==> config.mk <==
export PLATFORM = sky130hd
export DESIGN_NAME = rstcause_ctrl
export DESIGN_NICKNAME = d
export VERILOG_FILES = /design/src/rtl/rcc_pkg.sv /design/src/rtl/rcc_rst_sync.sv /design/src/rtl/rcc_regs.sv /design/src/rtl/rcc_gate.sv /design/src/rtl/rcc_pulse.sv /design/src/rtl/rstcause_ctrl.sv
export SDC_FILE = /design/constraint.sdc
export NUM_CORES = 1
export LEC_CHECK = 0
export ABC_CLOCK_PERIOD_IN_PS = 1840
export CORE_MARGIN = 2
export CORE_UTILIZATION = 50
export DETAILED_ROUTE_END_ITERATION = 8
export DONT_BUFFER_PORTS = 1
export RECOVER_POWER = 25
export SLEW_MARGIN = 20
export SYNTH_ARGS = -nofsm -noshare
export SYNTH_HDL_FRONTEND = slang
export SYNTH_SLANG_ARGS = --single-unit
==> constraint.sdc <==
create_clock -name clk_i -period 1.84 [get_ports clk_i]
set_input_delay 0.276 -clock clk_i [delete_from_list [all_inputs] [get_ports clk_i]]
set_output_delay 0.276 -clock clk_i [all_outputs]
set_load 0.02 [all_outputs]
==> src/rtl/rcc_pkg.sv <==
package rcc_pkg;
  localparam int unsigned NSUP       = 3;
  localparam int unsigned DW         = 32;
  localparam int unsigned CODE_W     = 3;
  localparam int unsigned BIT_COLD   = 31;
  localparam int unsigned BIT_WK_SD  = 15;
  localparam int unsigned BIT_WK_IO  = 14;
  localparam int unsigned OVR_LSB    = 9;
  localparam int unsigned EN_LSB     = 5;
  localparam int unsigned BIT_CLK_EN = 4;
  localparam int unsigned CAUSE_LSB  = 1;

  typedef enum logic [CODE_W-1:0] {
    CAUSE_POR  = 3'd0,
    CAUSE_PIN  = 3'd1,
    CAUSE_IOS  = 3'd2,
    CAUSE_CORE = 3'd3,
    CAUSE_REG  = 3'd4,
    CAUSE_CLK  = 3'd5,
    CAUSE_COLD = 3'd6,
    CAUSE_WARM = 3'd7
  } cause_e;

  // supply index to cause code: 0 core, 1 regulated, 2 IO supply
  function automatic cause_e sup_cause(input int unsigned idx);
    case (idx)
      0:       return CAUSE_CORE;
      1:       return CAUSE_REG;
      default: return CAUSE_IOS;
    endcase
  endfunction
endpackage

==> src/rtl/rcc_rst_sync.sv <==
module rcc_rst_sync #(
  parameter int unsigned STAGES = 2
) (
  input  logic clk_i,
  input  logic rst_ni,
  output logic rst_no
);
  logic [STAGES-1:0] sync_q;
  logic [STAGES-1:0] sync_d;

  always_comb begin
    sync_d = {sync_q[STAGES-2:0], 1'b1};
  end

  always_ff @(posedge clk_i or negedge rst_ni) begin
    if (!rst_ni) sync_q <= '0;
    else         sync_q <= sync_d;
  end

  assign rst_no = sync_q[STAGES-1];
endmodule

==> src/rtl/rcc_regs.sv <==
module rcc_regs
  import rcc_pkg::*;
(
  input  logic              clk_i,
  input  logic              rst_ni,
  input  logic              we_i,
  input  logic [DW-1:0]     wdata_i,
  input  logic [NSUP-1:0]   lock_i,
  input  logic              wake_sd_i,
  input  logic              wake_io_i,
  input  logic [CODE_W-1:0] cause_i,
  output logic [NSUP-1:0]   sup_en_o,
  output logic [NSUP-1:0]   sup_ovr_o,
  output logic              clk_en_o,
  output logic              cold_req_o,
  output logic [DW-1:0]     rdata_o
);
  logic [NSUP-1:0] en_q, en_d, ovr_q, ovr_d;
  logic clken_q, clken_d, sd_q, sd_d, io_q, io_d;
  logic unused_wbits;

  assign unused_wbits = ^{wdata_i[30:12], wdata_i[8], wdata_i[3:0]};

  always_comb begin
    en_d    = en_q;
    ovr_d   = ovr_q;
    clken_d = clken_q;
    if (we_i) begin
      clken_d = wdata_i[BIT_CLK_EN];
      for (int i = 0; i < NSUP; i++) begin
        en_d[i] = wdata_i[EN_LSB+i];
        if (!lock_i[i]) ovr_d[i] = wdata_i[OVR_LSB+i];
      end
    end
    sd_d = sd_q | wake_sd_i;
    io_d = io_q | wake_io_i;
  end

  always_ff @(posedge clk_i or negedge rst_ni) begin
    if (!rst_ni) begin
      en_q    <= '1;
      ovr_q   <= '0;
      clken_q <= 1'b0;
      sd_q    <= 1'b0;
      io_q    <= 1'b0;
    end else begin
      en_q    <= en_d;
      ovr_q   <= ovr_d;
      clken_q <= clken_d;
      sd_q    <= sd_d;
      io_q    <= io_d;
    end
  end

  always_comb begin
    rdata_o                        = '0;
    rdata_o[OVR_LSB +: NSUP]       = ovr_q;
    rdata_o[EN_LSB +: NSUP]        = en_q;
    rdata_o[BIT_CLK_EN]            = clken_q;
    rdata_o[CAUSE_LSB +: CODE_W]   = cause_i;
    rdata_o[BIT_WK_SD]             = sd_q;
    rdata_o[BIT_WK_IO]             = io_q;
  end

  assign sup_en_o   = en_q;
  assign sup_ovr_o  = ovr_q;
  assign clk_en_o   = clken_q;
  assign cold_req_o = we_i & wdata_i[BIT_COLD];

  for (genvar g = 0; g < NSUP; g++) begin : g_lock_chk
    assert_lock_hold_R10: assert property (@(posedge clk_i) disable iff (!rst_ni)
      (we_i && lock_i[g]) |=> $stable(ovr_q[g]));
  end

  assert_sticky_sd_R11: assert property (@(posedge clk_i) disable iff (!rst_ni)
    sd_q |=> sd_q);
  assert_sticky_io_R11: assert property (@(posedge clk_i) disable iff (!rst_ni)
    io_q |=> io_q);
endmodule

==> src/rtl/rcc_gate.sv <==
module rcc_gate
  import rcc_pkg::*;
(
  input  logic            clk_i,
  input  logic            rst_ni,
  input  logic [NSUP-1:0] brownout_i,
  input  logic [NSUP-1:0] sup_en_i,
  input  logic [NSUP-1:0] sup_ovr_i,
  input  logic            clk_loss_i,
  input  logic            clk_en_i,
  input  logic            pin_i,
  input  logic            warm_i,
  input  logic            cold_i,
  output logic            req_o,
  output cause_e          code_o
);
  logic [NSUP-1:0] sup_hit;
  logic            clk_hit;

  always_comb begin
    for (int i = 0; i < NSUP; i++) begin
      sup_hit[i] = brownout_i[i] & (sup_en_i[i] | sup_ovr_i[i]);
    end
    clk_hit = clk_loss_i & clk_en_i;
    req_o   = pin_i | (|sup_hit) | clk_hit | cold_i | warm_i;
  end

  // lowest code wins: assign from weakest to strongest
  always_comb begin
    code_o = CAUSE_POR;
    if (warm_i)     code_o = CAUSE_WARM;
    if (cold_i)     code_o = CAUSE_COLD;
    if (clk_hit)    code_o = CAUSE_CLK;
    if (sup_hit[1]) code_o = CAUSE_REG;
    if (sup_hit[0]) code_o = CAUSE_CORE;
    if (sup_hit[2]) code_o = CAUSE_IOS;
    if (pin_i)      code_o = CAUSE_PIN;
  end

  assert_code_valid_R7: assert property (@(posedge clk_i) disable iff (!rst_ni)
    req_o |-> (code_o != CAUSE_POR));
  assert_pin_first_R4: assert property (@(posedge clk_i) disable iff (!rst_ni)
    pin_i |-> (req_o && code_o == CAUSE_PIN));

  for (genvar g = 0; g < NSUP; g++) begin : g_sup_chk
    assert_gated_off_R2: assert property (@(posedge clk_i) disable iff (!rst_ni)
      (brownout_i[g] && !sup_en_i[g] && !sup_ovr_i[g]) |-> (code_o != sup_cause(g)));
  end
endmodule

==> src/rtl/rcc_pulse.sv <==
module rcc_pulse
  import rcc_pkg::*;
#(
  parameter int unsigned RST_CYCLES   = 4,
  parameter int unsigned GUARD_CYCLES = 4
) (
  input  logic              clk_i,
  input  logic              rst_ni,
  input  logic              req_i,
  input  cause_e            code_i,
  output logic              sys_rst_o,
  output logic [CODE_W-1:0] cause_o
);
  localparam int unsigned CW = $clog2(RST_CYCLES + 1);
  localparam int unsigned GW = $clog2(GUARD_CYCLES + 1);
  localparam logic [CW-1:0] CNT_LOAD = CW'(RST_CYCLES);
  localparam logic [GW-1:0] GRD_LOAD = GW'(GUARD_CYCLES);

  logic [CW-1:0] cnt_q, cnt_d;
  logic [GW-1:0] grd_q, grd_d;
  cause_e        pend_q, pend_d, cause_q, cause_d;
  logic          starting, ending;

  always_comb begin
    starting = req_i && (cnt_q == '0);
    ending   = !req_i && (cnt_q == CW'(1));

    cnt_d = cnt_q;
    if (req_i)              cnt_d = CNT_LOAD;
    else if (cnt_q != '0)   cnt_d = cnt_q - CW'(1);

    grd_d = grd_q;
    if (ending)             grd_d = GRD_LOAD;
    else if (grd_q != '0)   grd_d = grd_q - GW'(1);

    pend_d = pend_q;
    if (starting) pend_d = (grd_q != '0) ? CAUSE_POR : code_i;

    cause_d = ending ? pend_q : cause_q;
  end

  always_ff @(posedge clk_i or negedge rst_ni) begin
    if (!rst_ni) begin
      cnt_q   <= '0;
      grd_q   <= '0;
      pend_q  <= CAUSE_POR;
      cause_q <= CAUSE_POR;
    end else begin
      cnt_q   <= cnt_d;
      grd_q   <= grd_d;
      pend_q  <= pend_d;
      cause_q <= cause_d;
    end
  end

  assign sys_rst_o = (cnt_q != '0);
  assign cause_o   = cause_q;

  assert_req_pulse_R6: assert property (@(posedge clk_i) disable iff (!rst_ni)
    req_i |=> sys_rst_o);
  assert_cause_hold_R8: assert property (@(posedge clk_i) disable iff (!rst_ni)
    sys_rst_o |-> $stable(cause_q));
  assert_commit_fall_R7: assert property (@(posedge clk_i) disable iff (!rst_ni)
    !$stable(cause_q) |-> $fell(sys_rst_o));
  assert_guard_por_R9: assert property (@(posedge clk_i) disable iff (!rst_ni)
    (req_i && !sys_rst_o && grd_q != '0) |=> (pend_q == CAUSE_POR));
endmodule

==> src/rtl/rstcause_ctrl.sv <==
module rstcause_ctrl
  import rcc_pkg::*;
#(
  parameter int unsigned RST_CYCLES   = 4,
  parameter int unsigned GUARD_CYCLES = 4
) (
  input  logic            clk_i,
  input  logic            rst_ni,
  input  logic [2:0]      brownout_i,
  input  logic            clk_loss_i,
  input  logic            pin_rst_i,
  input  logic            warm_req_i,
  input  logic [2:0]      ovr_lock_i,
  input  logic            wake_sd_i,
  input  logic            wake_io_i,
  input  logic            reg_we_i,
  input  logic [31:0]     reg_wdata_i,
  output logic [31:0]     reg_rdata_o,
  output logic            sys_rst_o
);
  logic              rst_sync_n;
  logic [NSUP-1:0]   sup_en, sup_ovr;
  logic              clk_en, cold_req, req;
  cause_e            code;
  logic [CODE_W-1:0] cause;

  rcc_rst_sync #(.STAGES(2)) u_rst_sync (
    .clk_i  (clk_i),
    .rst_ni (rst_ni),
    .rst_no (rst_sync_n)
  );

  rcc_regs u_regs (
    .clk_i      (clk_i),
    .rst_ni     (rst_sync_n),
    .we_i       (reg_we_i),
    .wdata_i    (reg_wdata_i),
    .lock_i     (ovr_lock_i),
    .wake_sd_i  (wake_sd_i),
    .wake_io_i  (wake_io_i),
    .cause_i    (cause),
    .sup_en_o   (sup_en),
    .sup_ovr_o  (sup_ovr),
    .clk_en_o   (clk_en),
    .cold_req_o (cold_req),
    .rdata_o    (reg_rdata_o)
  );

  rcc_gate u_gate (
    .clk_i      (clk_i),
    .rst_ni     (rst_sync_n),
    .brownout_i (brownout_i),
    .sup_en_i   (sup_en),
    .sup_ovr_i  (sup_ovr),
    .clk_loss_i (clk_loss_i),
    .clk_en_i   (clk_en),
    .pin_i      (pin_rst_i),
    .warm_i     (warm_req_i),
    .cold_i     (cold_req),
    .req_o      (req),
    .code_o     (code)
  );

  rcc_pulse #(
    .RST_CYCLES   (RST_CYCLES),
    .GUARD_CYCLES (GUARD_CYCLES)
  ) u_pulse (
    .clk_i     (clk_i),
    .rst_ni    (rst_sync_n),
    .req_i     (req),
    .code_i    (code),
    .sys_rst_o (sys_rst_o),
    .cause_o   (cause)
  );
endmodule

Yosys cells after proc, flatten, opt, wreduce, memory -nomap -nowiden
Cells that the tools add are included.

Register bits: 23. Input bits: 46. Output and inout port bits: 33. Word-level logic and storage cells: 56.

Add/subtract/negate cells: 2. Equal/unequal tests: 1. Mux-type cells: 12. Bitwise gates (word level): 17. Reduce and logical (&&, ||, !) cells: 12.

Operators by type and width (count): 3-bit two-way mux (12); 1-bit OR (9); 2-bit AND reduction (3); 3-bit nonzero test (2); 3-bit by 1-bit subtractor with 3-bit output, second input constant (2); 1-bit AND (5); 2-bit nonzero test (2); 3-bit by 1-bit == test with 1-bit output, second input constant (1); 3-bit logical NOT (1); 1-bit inverter (3); 3-bit OR reduction (1); 1-bit logical AND (2); 1-bit logical NOT (1).

Logic depth before layout (Yosys ltp)
Depth in word-level cells: 10. Depth in mapped cells: 6. Mapped depth without buffers: 5.

Hierarchy
From an unflattened synthesis, not the netlist that was laid out.

Cell total of the unflattened synthesis: 127. Area total of the unflattened synthesis: 1353.8 um^2.

By module, submodules not included: rcc_regs (times used 1, cells an instance 56, area an instance 635.6 um^2, seq. area each 229.0 um^2); rcc_pulse (times used 1, cells an instance 53, area an instance 576.8 um^2, seq. area each 300.3 um^2); rcc_gate (times used 1, cells an instance 15, area an instance 87.6 um^2, seq. area each 0.0 um^2); rcc_rst_sync (times used 1, cells an instance 3, area an instance 53.8 um^2, seq. area each 50.0 um^2).

Least setup slack after synthesis
OpenSTA, ideal clock, no wires.

Kind: reg2reg. From: register u_regs.ovr_q[2], in the netlist u_regs.sup_ovr_o[2]. To: register u_pulse.cause_q[0], in the netlist u_pulse.cause_o[0]. Setup time: 0.125 ns. Arrival: 1.575 ns. Setup slack: 0.140 ns. Cell stages (with the launch flop): 5. Cell sequence: dfrtp_1 o21ai_4 nand3b_2 nor4b_4 mux2_4.

Longest elaborated chain between the ends: 9.

RTL lines: start: declaration (RTL line rcc_regs.sv:18) `logic [NSUP-1:0] en_q, en_d, ovr_q, ovr_d;`; start signal: assignment (RTL line rcc_regs.sv:48) `ovr_q <= ovr_d;`; 1-bit OR (RTL line rcc_gate.sv:22) `sup_hit[i] = brownout_i[i] & (sup_en_i[i] | sup_ovr_i[i]);`; 1-bit AND (RTL line rcc_gate.sv:22); 3-bit OR reduction (RTL line rcc_gate.sv:25) `req_o = pin_i | (|sup_hit) | clk_hit | cold_i | warm_i;`; 1-bit OR (4 in series) (RTL line rcc_gate.sv:25); 1-bit logical NOT (RTL line rcc_pulse.sv:26) `ending = !req_i && (cnt_q == CW'(1));`; 1-bit logical AND (RTL line rcc_pulse.sv:26); end signal: assignment (RTL line rcc_pulse.sv:52) `cause_q <= cause_d;`; end: declaration (RTL line rcc_pulse.sv:21) `cause_e pend_q, pend_d, cause_q, cause_d;`.

Every way passes these cells. A chain may end at the register's enable or synchronous reset.

Worst setup path after layout
From: register u_regs.en_q[1], in the netlist u_regs.sup_en_o[1]. To: register u_pulse.cause_q[1], in the netlist u_pulse.cause_o[1].

Longest elaborated chain between the ends: 9.

RTL lines: start: declaration (RTL line rcc_regs.sv:18); start signal: assignment (RTL line rcc_regs.sv:47) `en_q <= en_d;`; 1-bit OR (RTL line rcc_gate.sv:22); 1-bit AND (RTL line rcc_gate.sv:22); 3-bit OR reduction (RTL line rcc_gate.sv:25); 1-bit OR (4 in series) (RTL line rcc_gate.sv:25); 1-bit logical NOT (RTL line rcc_pulse.sv:26); 1-bit logical AND (RTL line rcc_pulse.sv:26).

Every way passes these cells.

==> results.yml <==
run_status:
  status: "completed"
routing:
  drt_iter0_drc: 1
  routed_wl_mm: 1.87
  drc_errors: 0
  vias_per_cell: 4.92
  wl_per_cell_um: 12.6
  ant_nets: 0
  drtPass1Iterations: 3
  vias: 728
cts:
  cts_root_buf: "clkbuf_4"
  clockBufferDepth: 2
  numClockSinks: 23
  cts_tree: "built"
  cts_buffers: 3
  cts_setup_buffers: 0
  clk_pin_slew_ns: 0.12
  worstSkewPairLatency_ns: 0.30
  htree_levels: 1
power:
  pwr-share-comb: 0.274
  p_seq_frac: 0.540
  p_sw_frac: 0.320
  total_leakage_power_nw: 0.606
  internal-power_uw: 815
  total_power_mw: 1.20
  p_per_area_mw_per_mm2: 919
  power_switching_uw: 383
  ir_worst_vdd_mv: 0.612
  p_clk_frac: 0.187
logic_synthesis:
  synth_edf_count: 0
  syn_avg_cell_area_um2: 11.6
  synth_area_mm2: 0.00130
  synth-seq-cells: 23
  yosys.area.top_type: "dfrtp_1"
  synth_top_area_frac: 0.386
  synth.distinct_cells: 34
  ys.flop_type: "dfrtp_1"
  synth_area_leaders: "dfrtp_1 39%, buf_4 13%, mux2_2 7.8%, dfstp_2 6.1%, ha_1 4.8%"
  yosysWarnings: 0
  netlist_instances: 112
  async_flop_share: 1.00
  ys_seq_area_frac: 0.447
critical_path:
  cp_cell_sequence: "o21ai_1, nand3_2, nor4b_4, mux2_4"
  cp_slowest_cell: "dfstp_2"
  crit_fanout: 4
  worstPathRequired_ns: 2.04
  reg2reg_depth: 4
  r2r_start: "u_regs.sup_en_o[1]"
  critPathArrivalTime_ns: 1.89
  critPathKind: "register to register"
  r2r-end: "u_pulse.cause_o[1]"
  crit_buf_inv: 0
  cpPeakStageDelay_ns: 0.43
  crit_family: "simple AND/OR/NAND/NOR gates"
  reg2reg_slack_ns: 0.15
  critPathCaptureType: "register"
  crit_path_start_kind: "register"
place:
  gp_congestion: 0.731
  dp_slack_ns: 0.149
  numPortBuffers: 0
  placed_area_mm2: 0.00127
  hpwl_mm: 1.48
die:
  rows: 18
  core_mm2: 0.00248
  io_pins: 79
  initial_utilization: 0.523
  die_w_um: 54.9
  die_area_mm2: 0.00302
  fp.dieH_um: 54.9
finish:
  drive_gt1_frac: 0.280
  final_util: 0.526
  area_growth_pct: 0.579
  finalInstanceArea_mm2: 0.00130
  diodes: 0
  fin_nets: 170
min_path:
  hold-path-endpoint: "u_regs.sd_q"
  min_path_cells: 1
  hp-start: "wake_sd_i"
  min_path_type: "input pin to register"
timing:
  setup_tns_ns: 0
  skew_ns: 0.00766
  setup_ws_ns: 0.151
  hold_violations: 0
  slew_viol_final: 0
  post-route-period-util: 0.918
  rsz0062_at_grt: "no"
  tightest_slew_ns: 1.09
  finalSetupViolations: 0
  post-route-min-period_ns: 1.69
  max_slew_margin: 0.275
  fmax_mhz: 592
grt:
  grt-ovfl-total: 0
  antenna_found_initial: 0
  grt_pass1_wl_mm: 2.91
  grt_pass1_vias: 691
  grt.total_usage: 0.138
  grt_max_degree: 22
flow_run:
  max-cap-violations: 0
==> worst max-delay path by stage <==
stage                   startpoint                 end  cells after the start
6_report        u_regs.sup_en_o[1]  u_pulse.cause_o[1]                      4
5_1_grt         u_regs.sup_en_o[0]  u_pulse.cause_o[2]                      4
4_1_cts         u_regs.sup_en_o[0]  u_pulse.cause_o[0]                      4
3_5_place_dp    u_regs.sup_en_o[0]  u_pulse.cause_o[2]                      4
3_3_place_gp    u_regs.sup_en_o[0]  u_pulse.cause_o[2]                      4
2_1_floorplan  u_regs.sup_ovr_o[2]  u_pulse.cause_o[0]                      4
==> flip-flops by register name (all words and copies together) (netlist names) <==
| name | flops |
|---|---|
| u_pulse.cnt_q | 3 |
| u_pulse.pend_q | 3 |
| u_regs.sup_en_o | 3 |
| u_pulse.cause_o | 3 |
| u_pulse.grd_q | 3 |
| u_regs.sd_q | 1 |
| u_rst_sync.sync_q | 2 |
| u_regs.sup_ovr_o | 3 |
| u_regs.io_q | 1 |
| u_regs.clk_en_o | 1 |
==> cell type report <==
type / count / area (µm²)
inverters: 4 / 15.0
multi-input cells: 79 / 586
repair buffers: 8 / 58.8
clock buffers: 3 / 22.5
flip-flops and latches: 23 / 579
clock inverters: 1 / 5.00
well taps: 30 / 37.5
fillers: 235 / 1170
==> synthesized netlist by cell type (2+ instances only) <==
cell type / number
inv_1: 4
ha_1: 5
xnor2_1: 2
o21ai_1: 2
a211o_1: 2
nor2b_1: 5
dfrtp_1: 20
dfstp_2: 3
a211oi_1: 2
conb_1: 2
a21oi_1: 2
or2_2: 3
nor2_1: 6
buf_4: 23
mux2_4: 3
nand2b_1: 2
mux2_2: 9
==> placed cells by master (no fill, tap or decap) <==
cell / synthesis / routed
a211o_1: 2 / 2
a211oi_1: 2 / 2
a21boi_0: 1 / 1
a21o_1: 1 / 1
a21oi_1: 2 / 2
a21oi_2: 1 / 1
a311oi_1: 1 / 1
and2_1: 1 / 1
buf_4: 23 / 6
clkbuf_1: 1 / 1
clkbuf_4: 0 / 3
clkinv_2: 0 / 1
conb_1: 2 / 21
dfrtp_1: 20 / 20
dfstp_2: 3 / 3
dlygate4sd3_1: 0 / 1
ha_1: 5 / 5
inv_1: 4 / 4
mux2_2: 9 / 9
mux2_4: 3 / 3
nand2_1: 1 / 1
nand2b_1: 2 / 2
nand3_2: 1 / 1
nand3b_1: 1 / 1
nand3b_2: 1 / 1
nor2_1: 6 / 6
nor2b_1: 5 / 5
nor4b_1: 1 / 1
nor4b_4: 1 / 1
o211ai_1: 1 / 1
o21a_1: 1 / 1
o21ai_1: 2 / 2
o21ai_4: 1 / 1
o21bai_1: 1 / 1
or2_2: 3 / 3
xnor2_1: 2 / 2
==> cells by family (layout without fill, tap and decap cells) <==
group           count (synthesis)  count (layout)  share of synthesized area
compound gates                 16              16                     0.0956
xor+xnor                        2               2                     0.0135
fa+ha+maj                       5               5                     0.0483
buf+inv                        29              16                      0.156
flops                          23              23                      0.447
mux                            12              12                      0.113
other cells                     2              21                    0.00579
simple gates                   23              23                      0.121
==> power groups by stage <==
stage                     registers (mW)  logic [mW]  clock network [mW]
after floorplan                    0.667       0.287                   0
after global placement             0.653       0.318                   0
after detailed placement           0.656       0.330                   0
after CTS                          0.647       0.334               0.239
after global routing               0.654       0.370               0.258
final                              0.646       0.328               0.224
==> through the flow <==
| stage | hold slack (ns) | instances |
|---|---|---|
| after floorplan | -0.0196 | 131 |
| after global placement | -0.0195 | 143 |
| after detailed placement | -0.0195 | 143 |
| after CTS | 0.0557 | 148 |
| after global routing | 0.0463 | 148 |
| final | 0.0705 | 148 |
==> repair_timing <==
item,4_1_cts,5_1_grt
resized for setup,0,0
hold buffers,1,0
hold endpoints to repair,2,0
==> per-layer routing <==
metal | up-vias | global-route usage | part of all wire
met2 | 37 | 0.212 | 0.46
met1 | 342 | 0.161 | 0.44
met4 | 0 | 0.0732 | 0.0064
li1 | 347 | - | -
met3 | 2 | 0.0645 | 0.090
met5 | - | 0 | 0
Note: power is estimated with default switching activity, not from simulation.
